--- src/rtl/sdc_pkg.sv ---
package sdc_pkg;

    localparam int IDX_W     = 6;
    localparam int ARG_W     = 32;
    localparam int CRC_W     = 7;
    localparam int HEAD_W    = 2 + IDX_W + ARG_W;
    localparam int TOKEN_W   = HEAD_W + CRC_W + 1;
    localparam int WORD_W    = 32;
    localparam int N_WORDS   = 4;
    localparam int PAYLOAD_W = N_WORDS * WORD_W;
    localparam int SHORT_W   = HEAD_W + CRC_W + 1;
    localparam int LONG_W    = PAYLOAD_W + 8;
    localparam logic [CRC_W-1:0] CRC_POLY = 7'h09;

    typedef enum logic [2:0] {
        RSP_NONE        = 3'd0,
        RSP_SHORT       = 3'd1,
        RSP_SHORT_NOCRC = 3'd2,
        RSP_SHORT_BUSY  = 3'd3,
        RSP_LONG        = 3'd4
    } rsp_class_e;

    typedef enum logic [2:0] {
        ST_IDLE  = 3'd0,
        ST_TX    = 3'd1,
        ST_WAIT  = 3'd2,
        ST_RX    = 3'd3,
        ST_EVAL  = 3'd4,
        ST_BUSYW = 3'd5
    } fsm_e;

    function automatic logic [CRC_W-1:0] crc7_step(input logic [CRC_W-1:0] c, input logic b);
        logic             fb;
        logic [CRC_W-1:0] n;
        fb = b ^ c[CRC_W-1];
        n  = {c[CRC_W-2:0], 1'b0};
        if (fb) n = n ^ CRC_POLY;
        return n;
    endfunction

    function automatic logic [CRC_W-1:0] crc7_block(input logic [HEAD_W-1:0] d);
        logic [CRC_W-1:0] c;
        c = '0;
        for (int i = HEAD_W - 1; i >= 0; i--) c = crc7_step(c, d[i]);
        return c;
    endfunction

endpackage

--- src/rtl/sdc_crc7_acc.sv ---
module sdc_crc7_acc
    import sdc_pkg::*;
(
    input  logic             clk,
    input  logic             rst_n,
    input  logic             clear,
    input  logic             en,
    input  logic             bit_in,
    output logic [CRC_W-1:0] crc
);
    logic [CRC_W-1:0] crc_d, crc_q;

    always_comb begin
        crc_d = crc_q;
        if (clear)   crc_d = '0;
        else if (en) crc_d = crc7_step(crc_q, bit_in);
    end

    always_ff @(posedge clk or negedge rst_n) begin
        if (!rst_n) crc_q <= '0;
        else        crc_q <= crc_d;
    end

    assign crc = crc_q;
endmodule

--- src/rtl/sdc_tok_ser.sv ---
module sdc_tok_ser #(
    parameter int W = 48
) (
    input  logic         clk,
    input  logic         rst_n,
    input  logic         load,
    input  logic [W-1:0] token,
    output logic         line,
    output logic         active,
    output logic         last
);
    localparam int CW = $clog2(W);

    typedef struct packed {
        logic [W-1:0]  sh;
        logic [CW-1:0] left;
        logic          act;
    } ser_t;

    ser_t ser_d, ser_q;

    always_comb begin
        ser_d = ser_q;
        if (load) begin
            ser_d.sh   = token;
            ser_d.left = CW'(W - 1);
            ser_d.act  = 1'b1;
        end else if (ser_q.act) begin
            ser_d.sh = {ser_q.sh[W-2:0], 1'b1};
            if (ser_q.left == '0) ser_d.act  = 1'b0;
            else                  ser_d.left = ser_q.left - 1'b1;
        end
    end

    always_ff @(posedge clk or negedge rst_n) begin
        if (!rst_n) ser_q <= '{sh: '1, left: '0, act: 1'b0};
        else        ser_q <= ser_d;
    end

    assign line   = ser_q.act ? ser_q.sh[W-1] : 1'b1;
    assign active = ser_q.act;
    assign last   = ser_q.act && (ser_q.left == '0);
endmodule

--- src/rtl/sdc_rsp_deser.sv ---
module sdc_rsp_deser
    import sdc_pkg::*;
#(
    parameter int W = LONG_W
) (
    input  logic                 clk,
    input  logic                 rst_n,
    input  logic                 shift,
    input  logic                 bit_in,
    output logic [1:0]           long_top,
    output logic [PAYLOAD_W-1:0] low
);
    logic [W-1:0] sh_d, sh_q;

    always_comb begin
        sh_d = sh_q;
        if (shift) sh_d = {sh_q[W-2:0], bit_in};
    end

    always_ff @(posedge clk or negedge rst_n) begin
        if (!rst_n) sh_q <= '0;
        else        sh_q <= sh_d;
    end

    assign long_top = sh_q[W-1 -: 2];
    assign low      = sh_q[PAYLOAD_W-1:0];
endmodule

--- src/rtl/sdc_cmd_engine.sv ---
module sdc_cmd_engine
    import sdc_pkg::*;
#(
    parameter int TIMEOUT_CYC = 64
) (
    input  logic              clk,
    input  logic              rst_n,
    input  logic              start,
    input  logic [IDX_W-1:0]  cmd_index,
    input  logic [ARG_W-1:0]  cmd_arg,
    input  logic [2:0]        rsp_class,
    input  logic              rsp_in,
    input  logic              dat0_in,
    output logic              cmd_out,
    output logic              cmd_oe,
    output logic              busy,
    output logic              done,
    output logic              err_timeout,
    output logic              err_frame,
    output logic              err_crc,
    output logic [WORD_W-1:0] rsp_w0,
    output logic [WORD_W-1:0] rsp_w1,
    output logic [WORD_W-1:0] rsp_w2,
    output logic [WORD_W-1:0] rsp_w3
);
    localparam int CNT_W = $clog2(LONG_W);
    localparam int TO_W  = $clog2(TIMEOUT_CYC + 1);
    localparam logic [CNT_W-1:0] SHORT_LAST  = CNT_W'(SHORT_W - 1);
    localparam logic [CNT_W-1:0] LONG_LAST   = CNT_W'(LONG_W - 1);
    localparam logic [CNT_W-1:0] SHORT_CRC_E = CNT_W'(HEAD_W);
    localparam logic [CNT_W-1:0] LONG_CRC_S  = CNT_W'(8);
    localparam logic [CNT_W-1:0] LONG_CRC_E  = CNT_W'(LONG_W - CRC_W - 1);
    localparam logic [TO_W-1:0]  TO_LAST     = TO_W'(TIMEOUT_CYC - 1);

    typedef struct packed {
        fsm_e                            st;
        rsp_class_e                      cls;
        logic [CNT_W-1:0]                cnt;
        logic [TO_W-1:0]                 tcnt;
        logic                            done;
        logic                            e_to;
        logic                            e_fr;
        logic                            e_crc;
        logic [N_WORDS-1:0][WORD_W-1:0]  w;
    } ctl_t;

    localparam ctl_t CTL_RST = '{st: ST_IDLE, cls: RSP_NONE, cnt: '0, tcnt: '0,
                                 done: 1'b0, e_to: 1'b0, e_fr: 1'b0, e_crc: 1'b0, w: '0};

    ctl_t ctl_d, ctl_q;

    logic                 tx_load, tx_line, tx_act, tx_last;
    logic                 rx_shift, crc_clear, crc_en;
    logic [1:0]           rx_long_top;
    logic [PAYLOAD_W-1:0] rx_low;
    logic [CRC_W-1:0]     rx_crc;
    logic [HEAD_W-1:0]    tok_head;
    logic [TOKEN_W-1:0]   tok_full;
    rsp_class_e           cls_in;

    assign tok_head = {2'b01, cmd_index, cmd_arg};
    assign tok_full = {tok_head, crc7_block(tok_head), 1'b1};
    assign cls_in   = (rsp_class > 3'(RSP_LONG)) ? RSP_NONE : rsp_class_e'(rsp_class);

    sdc_tok_ser #(.W(TOKEN_W)) u_ser (
        .clk    (clk),
        .rst_n  (rst_n),
        .load   (tx_load),
        .token  (tok_full),
        .line   (tx_line),
        .active (tx_act),
        .last   (tx_last)
    );

    sdc_rsp_deser #(.W(LONG_W)) u_deser (
        .clk      (clk),
        .rst_n    (rst_n),
        .shift    (rx_shift),
        .bit_in   (rsp_in),
        .long_top (rx_long_top),
        .low      (rx_low)
    );

    sdc_crc7_acc u_crc (
        .clk    (clk),
        .rst_n  (rst_n),
        .clear  (crc_clear),
        .en     (crc_en),
        .bit_in (rsp_in),
        .crc    (rx_crc)
    );

    function automatic logic in_crc_span(input rsp_class_e c, input logic [CNT_W-1:0] idx);
        if (c == RSP_LONG) return (idx >= LONG_CRC_S) && (idx < LONG_CRC_E);
        return idx < SHORT_CRC_E;
    endfunction

    always_comb begin
        logic [1:0] hdr_top;
        logic       bad_frame;
        logic       bad_crc;

        ctl_d     = ctl_q;
        ctl_d.done = 1'b0;
        tx_load   = 1'b0;
        rx_shift  = 1'b0;
        crc_clear = 1'b0;
        crc_en    = 1'b0;
        hdr_top   = (ctl_q.cls == RSP_LONG) ? rx_long_top : rx_low[SHORT_W-1 -: 2];
        bad_frame = (hdr_top != 2'b00) || !rx_low[0];
        bad_crc   = (rx_low[CRC_W:1] != rx_crc) && (ctl_q.cls != RSP_SHORT_NOCRC);

        unique case (ctl_q.st)
            ST_IDLE: begin
                if (start) begin
                    tx_load     = 1'b1;
                    ctl_d.st    = ST_TX;
                    ctl_d.cls   = cls_in;
                    ctl_d.e_to  = 1'b0;
                    ctl_d.e_fr  = 1'b0;
                    ctl_d.e_crc = 1'b0;
                end
            end
            ST_TX: begin
                if (tx_last) begin
                    if (ctl_q.cls == RSP_NONE) begin
                        ctl_d.st   = ST_IDLE;
                        ctl_d.done = 1'b1;
                    end else begin
                        ctl_d.st   = ST_WAIT;
                        ctl_d.tcnt = '0;
                        crc_clear  = 1'b1;
                    end
                end
            end
            ST_WAIT: begin
                if (!rsp_in) begin
                    rx_shift  = 1'b1;
                    crc_en    = in_crc_span(ctl_q.cls, '0);
                    ctl_d.cnt = CNT_W'(1);
                    ctl_d.st  = ST_RX;
                end else if (ctl_q.tcnt == TO_LAST) begin
                    ctl_d.e_to = 1'b1;
                    ctl_d.done = 1'b1;
                    ctl_d.st   = ST_IDLE;
                end else begin
                    ctl_d.tcnt = ctl_q.tcnt + 1'b1;
                end
            end
            ST_RX: begin
                rx_shift = 1'b1;
                crc_en   = in_crc_span(ctl_q.cls, ctl_q.cnt);
                if (ctl_q.cnt == ((ctl_q.cls == RSP_LONG) ? LONG_LAST : SHORT_LAST))
                    ctl_d.st = ST_EVAL;
                else
                    ctl_d.cnt = ctl_q.cnt + 1'b1;
            end
            ST_EVAL: begin
                if (bad_frame)    ctl_d.e_fr  = 1'b1;
                else if (bad_crc) ctl_d.e_crc = 1'b1;
                for (int k = 0; k < N_WORDS; k++) begin
                    if (ctl_q.cls == RSP_LONG)
                        ctl_d.w[k] = rx_low[PAYLOAD_W-1-k*WORD_W -: WORD_W];
                    else if (k == 0)
                        ctl_d.w[k] = rx_low[SHORT_W-9 -: WORD_W];
                    else
                        ctl_d.w[k] = '0;
                end
                if (ctl_q.cls == RSP_SHORT_BUSY) begin
                    ctl_d.st = ST_BUSYW;
                end else begin
                    ctl_d.st   = ST_IDLE;
                    ctl_d.done = 1'b1;
                end
            end
            ST_BUSYW: begin
                if (dat0_in) begin
                    ctl_d.st   = ST_IDLE;
                    ctl_d.done = 1'b1;
                end
            end
            default: ctl_d.st = ST_IDLE;
        endcase
    end

    always_ff @(posedge clk or negedge rst_n) begin
        if (!rst_n) ctl_q <= CTL_RST;
        else        ctl_q <= ctl_d;
    end

    assign cmd_out     = tx_line;
    assign cmd_oe      = tx_act;
    assign busy        = (ctl_q.st != ST_IDLE);
    assign done        = ctl_q.done;
    assign err_timeout = ctl_q.e_to;
    assign err_frame   = ctl_q.e_fr;
    assign err_crc     = ctl_q.e_crc;
    assign rsp_w0      = ctl_q.w[0];
    assign rsp_w1      = ctl_q.w[1];
    assign rsp_w2      = ctl_q.w[2];
    assign rsp_w3      = ctl_q.w[3];
endmodule

--- config.mk ---
export PLATFORM = sky130hd
export DESIGN_NAME = sdc_cmd_engine
export DESIGN_NICKNAME = d
export VERILOG_FILES = /design/src/rtl/sdc_pkg.sv /design/src/rtl/sdc_crc7_acc.sv /design/src/rtl/sdc_tok_ser.sv /design/src/rtl/sdc_rsp_deser.sv /design/src/rtl/sdc_cmd_engine.sv
export SDC_FILE = /design/constraint.sdc
export NUM_CORES = 1
export LEC_CHECK = 0
export ABC_CLOCK_PERIOD_IN_PS = 6300
export CAP_MARGIN = 20
export CELL_PAD_IN_SITES_DETAIL_PLACEMENT = 1
export CELL_PAD_IN_SITES_GLOBAL_PLACEMENT = 2
export CORE_AREA = 2 2 194 244
export CTS_CLUSTER_DIAMETER = 120
export CTS_CLUSTER_SIZE = 25
export DETAILED_ROUTE_END_ITERATION = 6
export DIE_AREA = 0 0 196 246
export PLACE_DENSITY = 0.74
export SLEW_MARGIN = 20
export SYNTH_ARGS = -nofsm -noshare
export SYNTH_HDL_FRONTEND = slang
export SYNTH_SLANG_ARGS = --single-unit
--- constraint.sdc ---
create_clock -name clk -period 6.3 [get_ports clk]
set_clock_uncertainty 0.2 [all_clocks]
set_input_delay 1.26 -clock clk [delete_from_list [all_inputs] [get_ports clk]]
set_output_delay 1.26 -clock clk [all_outputs]
set_load 0.005 [all_outputs]
==> results.md <==
* Switching share of total power at 31.2%
* Wire length of the first global-routing pass at 55900 um
* Hold Worst Slack at 0.287 ns
* Cells taking the most area after synthesis: sky130_fd_sc_hd__dfrtp_1, sky130_fd_sc_hd__mux2_2, sky130_fd_sc_hd__dfstp_2
* Placed Cells at 1844
* Fin util at between 30% and 40%
* Maximum clock frequency at 273 MHz
* Total of hold buffers inserted after clock tree synthesis at 0
* Antenna diode count at 0
* Area overhead of the layout relative to synthesis at 12.5%
* Relative slew slack at a little under two fifths
* Hold Path Depth at 1
* Width of the chip at roughly 200 um
* Element type at the critical path start: flop
* Setup Total Neg Slack at 0 ns
* Pwr dens at 321 mW/mm^2
* Area share of the largest cell type after synthesis at 47.7%
* Clock edge transition at the registers on the reported setup and hold paths at 0.10 ns
* WL/cell at ~18 um
* Synth Net Count at 1317
* Design internal power at 3.95 mW
* Estimated wirelength of the detail-placed design at 22900 um
* Mean area per synthesized cell at 12.5 sq um
* Number of gates resized after CTS at 0
* Critical Path Sink: cmd_oe
* Reg power frac at 50.3%
* Share of synthesized registers carrying an async set or reset at 100%
* P_sw at 1.79 mW
* Crit path capture type: primary output
* Setup ws final at approximately 2.6 ns
* Number of cells in the finished layout apart from fillers at 1871
* CORE AREA at 0.0458 sq mm
* Pin count of the biggest net entering global routing at about 150
* # setup viols final at 0
* Cell variety after synth at 45
* Maximum number of buffers from clock root to sink at 3
* Period Utilization, post-route at 58.2%
* Peak supply drop at 312 uV
* Library cell contributing the largest single delay on the critical path: sky130_fd_sc_hd__clkdlybuf4s50_1
* Hold Path Class: flop to flop
* Port Buffer Count at 180
* Endpoint required time on the critical path at 4.84 ns
* Number of synthesis warnings at 0
* Endpoint of the worst-slack reg-to-reg timing path: rsp_w0[12]
* CTS tree: yes
* Power share of the combinational group at 26.8%
* Setup slack after placement at 2.28 ns
* Most frequent cell after synthesis: sky130_fd_sc_hd__dfrtp_1
* Total global routing track utilization at 14.3%
* Vias per cell at 4.96
* Layout net count at 1329
* Worst path depth at 2
* Number of global-route vias before repair at about 9800
* Unrepaired setup endpoints after global routing: false
* Post-synth EDFFs at 0
* Ordered list of cells on the worst path: buf_4, clkdlybuf4s50_1
* WP data arrival at 2.21 ns
* Cell type group with the largest total delay on the critical path: buffers and inverters
* Post-detailed-route count of antenna-violating nets at 0
* Number of buffers created by CTS at 18
* Sink count of the clock tree at 351
* Post-synthesis sequential element count at 351
* Wire length reported by the detailed router at 34300 um
* Number of slew-limit violations in the final report at 0
* Cell at the root of the clock tree: sky130_fd_sc_hd__clkbuf_16
* Flip-flop cell with the highest count after synthesis: sky130_fd_sc_hd__dfrtp_1
* Via count at 9271
* Reported max-cap violation count at 0
* Reg2Reg Setup Slack at 3.05 ns
* Top cell type by total area after synthesis: sky130_fd_sc_hd__dfrtp_1
* GPL Wtd Cong at 0.793
* Remaining design rule violation count at 0
* Clock network fraction of design power at a little under a quarter
* Standard-cell row count at 88
* Worst path buffer plus inverter count at 2
* Global-route congestion overflow total at 0
* R2r startpoint: ctl_q[151]
* Proportion of layout cells with a drive suffix above 1 at 18.0%
* R2r worst-path depth at 5
* Sequential cell area fraction in the yosys report at 55.7%
* Die footprint at 0.0482 sq mm
* Minimum clock period at 3.67 ns
* Hold Vio Cnt, Final at 0
* Clock Latency Late Sink at 0.53 ns
* Crit Path Max Fanout at 55
* # H-tree levels at 1
* Number of antenna violations at the first check in global routing at 0
* Launching instance or port of the critical path: u_ser.active
* Slowest cell delay on critical path at 0.65 ns
* Initial core utilization at 34.7%
* Pre-Repair DR Iteration Count at 4
* Leak pwr at 8.27 nW
* Type of the worst setup path: flop to primary output
* Die H at ~250 um
* Number of placed I/O pins at 181
* Area of the mapped netlist at 0.0159 sq mm
* List of most frequent post-synthesis cells: sky130_fd_sc_hd__dfrtp_1, sky130_fd_sc_hd__mux2_2, sky130_fd_sc_hd__buf_4
* Syn Inst Count at 1267
* Least-Margin Pin Slew at 0.918 ns
* Initial drt markers at between 300 and 400
* Number of buffers inserted to repair setup after CTS at 0
* Outcome: completed
[power groups by stage]
stage | clock, mW | combinational (mW) | sequential, mW
6_report | 1.32 | 1.54 | 2.89
5_1_grt | 1.47 | 1.72 | 2.94
4_1_cts | 1.40 | 1.58 | 2.90
3_5_place_dp | 0 | 1.58 | 2.94
3_3_place_gp | 0 | 1.53 | 2.93
2_1_floorplan | 0 | 1.21 | 2.82
[worst min-delay path by stage]
stage | start | end | slack, ns
floorplan | ctl_q[137] | ctl_q[137] | 0.25
global placement | rsp_w0[0] | rsp_w0[0] | 0.26
detailed placement | rsp_w0[0] | rsp_w0[0] | 0.27
CTS | rsp_w0[22] | rsp_w0[22] | 0.30
global route | ctl_q[137] | ctl_q[137] | 0.31
finish | ctl_q[137] | ctl_q[137] | 0.29
[state kept, by name, summed over array words and instances (netlist names), 7 cells and up]
name,flops
ctl_q,21
rsp_w0,32
rsp_w1,32
rsp_w2,32
rsp_w3,32
u_crc.crc,7
u_deser.sh_q,136
u_ser.ser_q,54
[cells in the final DEF (no fill, tap or decap), types with 3 or more instances in the layout]
master and instances:
sky130_fd_sc_hd__inv_1 7, sky130_fd_sc_hd__clkdlybuf4s50_1 179, sky130_fd_sc_hd__a22o_1 97, sky130_fd_sc_hd__nand3_1 5, sky130_fd_sc_hd__nand3b_1 3, sky130_fd_sc_hd__and3_1 3
sky130_fd_sc_hd__or3_1 4, sky130_fd_sc_hd__buf_4 7, sky130_fd_sc_hd__mux2_2 137, sky130_fd_sc_hd__nand4_1 6, sky130_fd_sc_hd__nor2_1 77, sky130_fd_sc_hd__nand2_1 57
sky130_fd_sc_hd__xnor2_1 39, sky130_fd_sc_hd__clkbuf_16 19, sky130_fd_sc_hd__xor2_1 18, sky130_fd_sc_hd__o211ai_1 3, sky130_fd_sc_hd__mux2i_1 84, sky130_fd_sc_hd__xnor3_1 14
sky130_fd_sc_hd__xnor2_2 3, sky130_fd_sc_hd__clkbuf_1 7, sky130_fd_sc_hd__a21o_1 6, sky130_fd_sc_hd__o21ai_0 48, sky130_fd_sc_hd__o31ai_1 5, sky130_fd_sc_hd__nand2b_1 7
sky130_fd_sc_hd__buf_12 3, sky130_fd_sc_hd__nor2b_1 4, sky130_fd_sc_hd__nor3_1 7, sky130_fd_sc_hd__and2_1 3, sky130_fd_sc_hd__ha_1 4, sky130_fd_sc_hd__dfstp_2 48
sky130_fd_sc_hd__a21oi_1 50, sky130_fd_sc_hd__dfrtp_1 302
[cell families (layout without fill, tap and decap cells)]
| group | Yosys count | in the layout | share of synthesized area, % |
|---|---|---|---|
| multiplexers | 221 | 221 | 15.0 |
| XOR/XNOR | 80 | 80 | 6.29 |
| AND/OR/NAND/NOR | 188 | 188 | 5.32 |
| buffers and inverters | 205 | 224 | 7.87 |
| adder cells (fa/ha/maj) | 4 | 4 | 0.315 |
| flip-flops | 351 | 351 | 55.7 |
| AO/OA/AOI/OAI | 218 | 218 | 9.52 |
[layout make-up]
type,instances,area [sq um]
Fill cell,4813,27900
Inverter,7,26.3
Timing Repair Buffer,190,1920
Sequential cell,351,8840
Clock buffer,26,502
Multi-Input combinational cell,711,5820
Clock inverter,1,30.0
Tap cell,585,732
[through the flow]
stage	cell area [sq um]	total power, mW
final	17900	5.75
after global routing	17900	6.12
after detailed placement	17300	4.52
after floorplan	15900	4.04
after CTS	17900	5.88
after global placement	17300	4.46
[metal layers]
metal	vias up	track usage (%)	share of wire [%]
met3	29	2.04	3.4
li1	4309	-	-
met5	-	0	0
met1	4800	19.4	46
met2	133	24.6	50
met4	0	2.47	1.2
No activity file was read; power rests on OpenSTA's default activity.
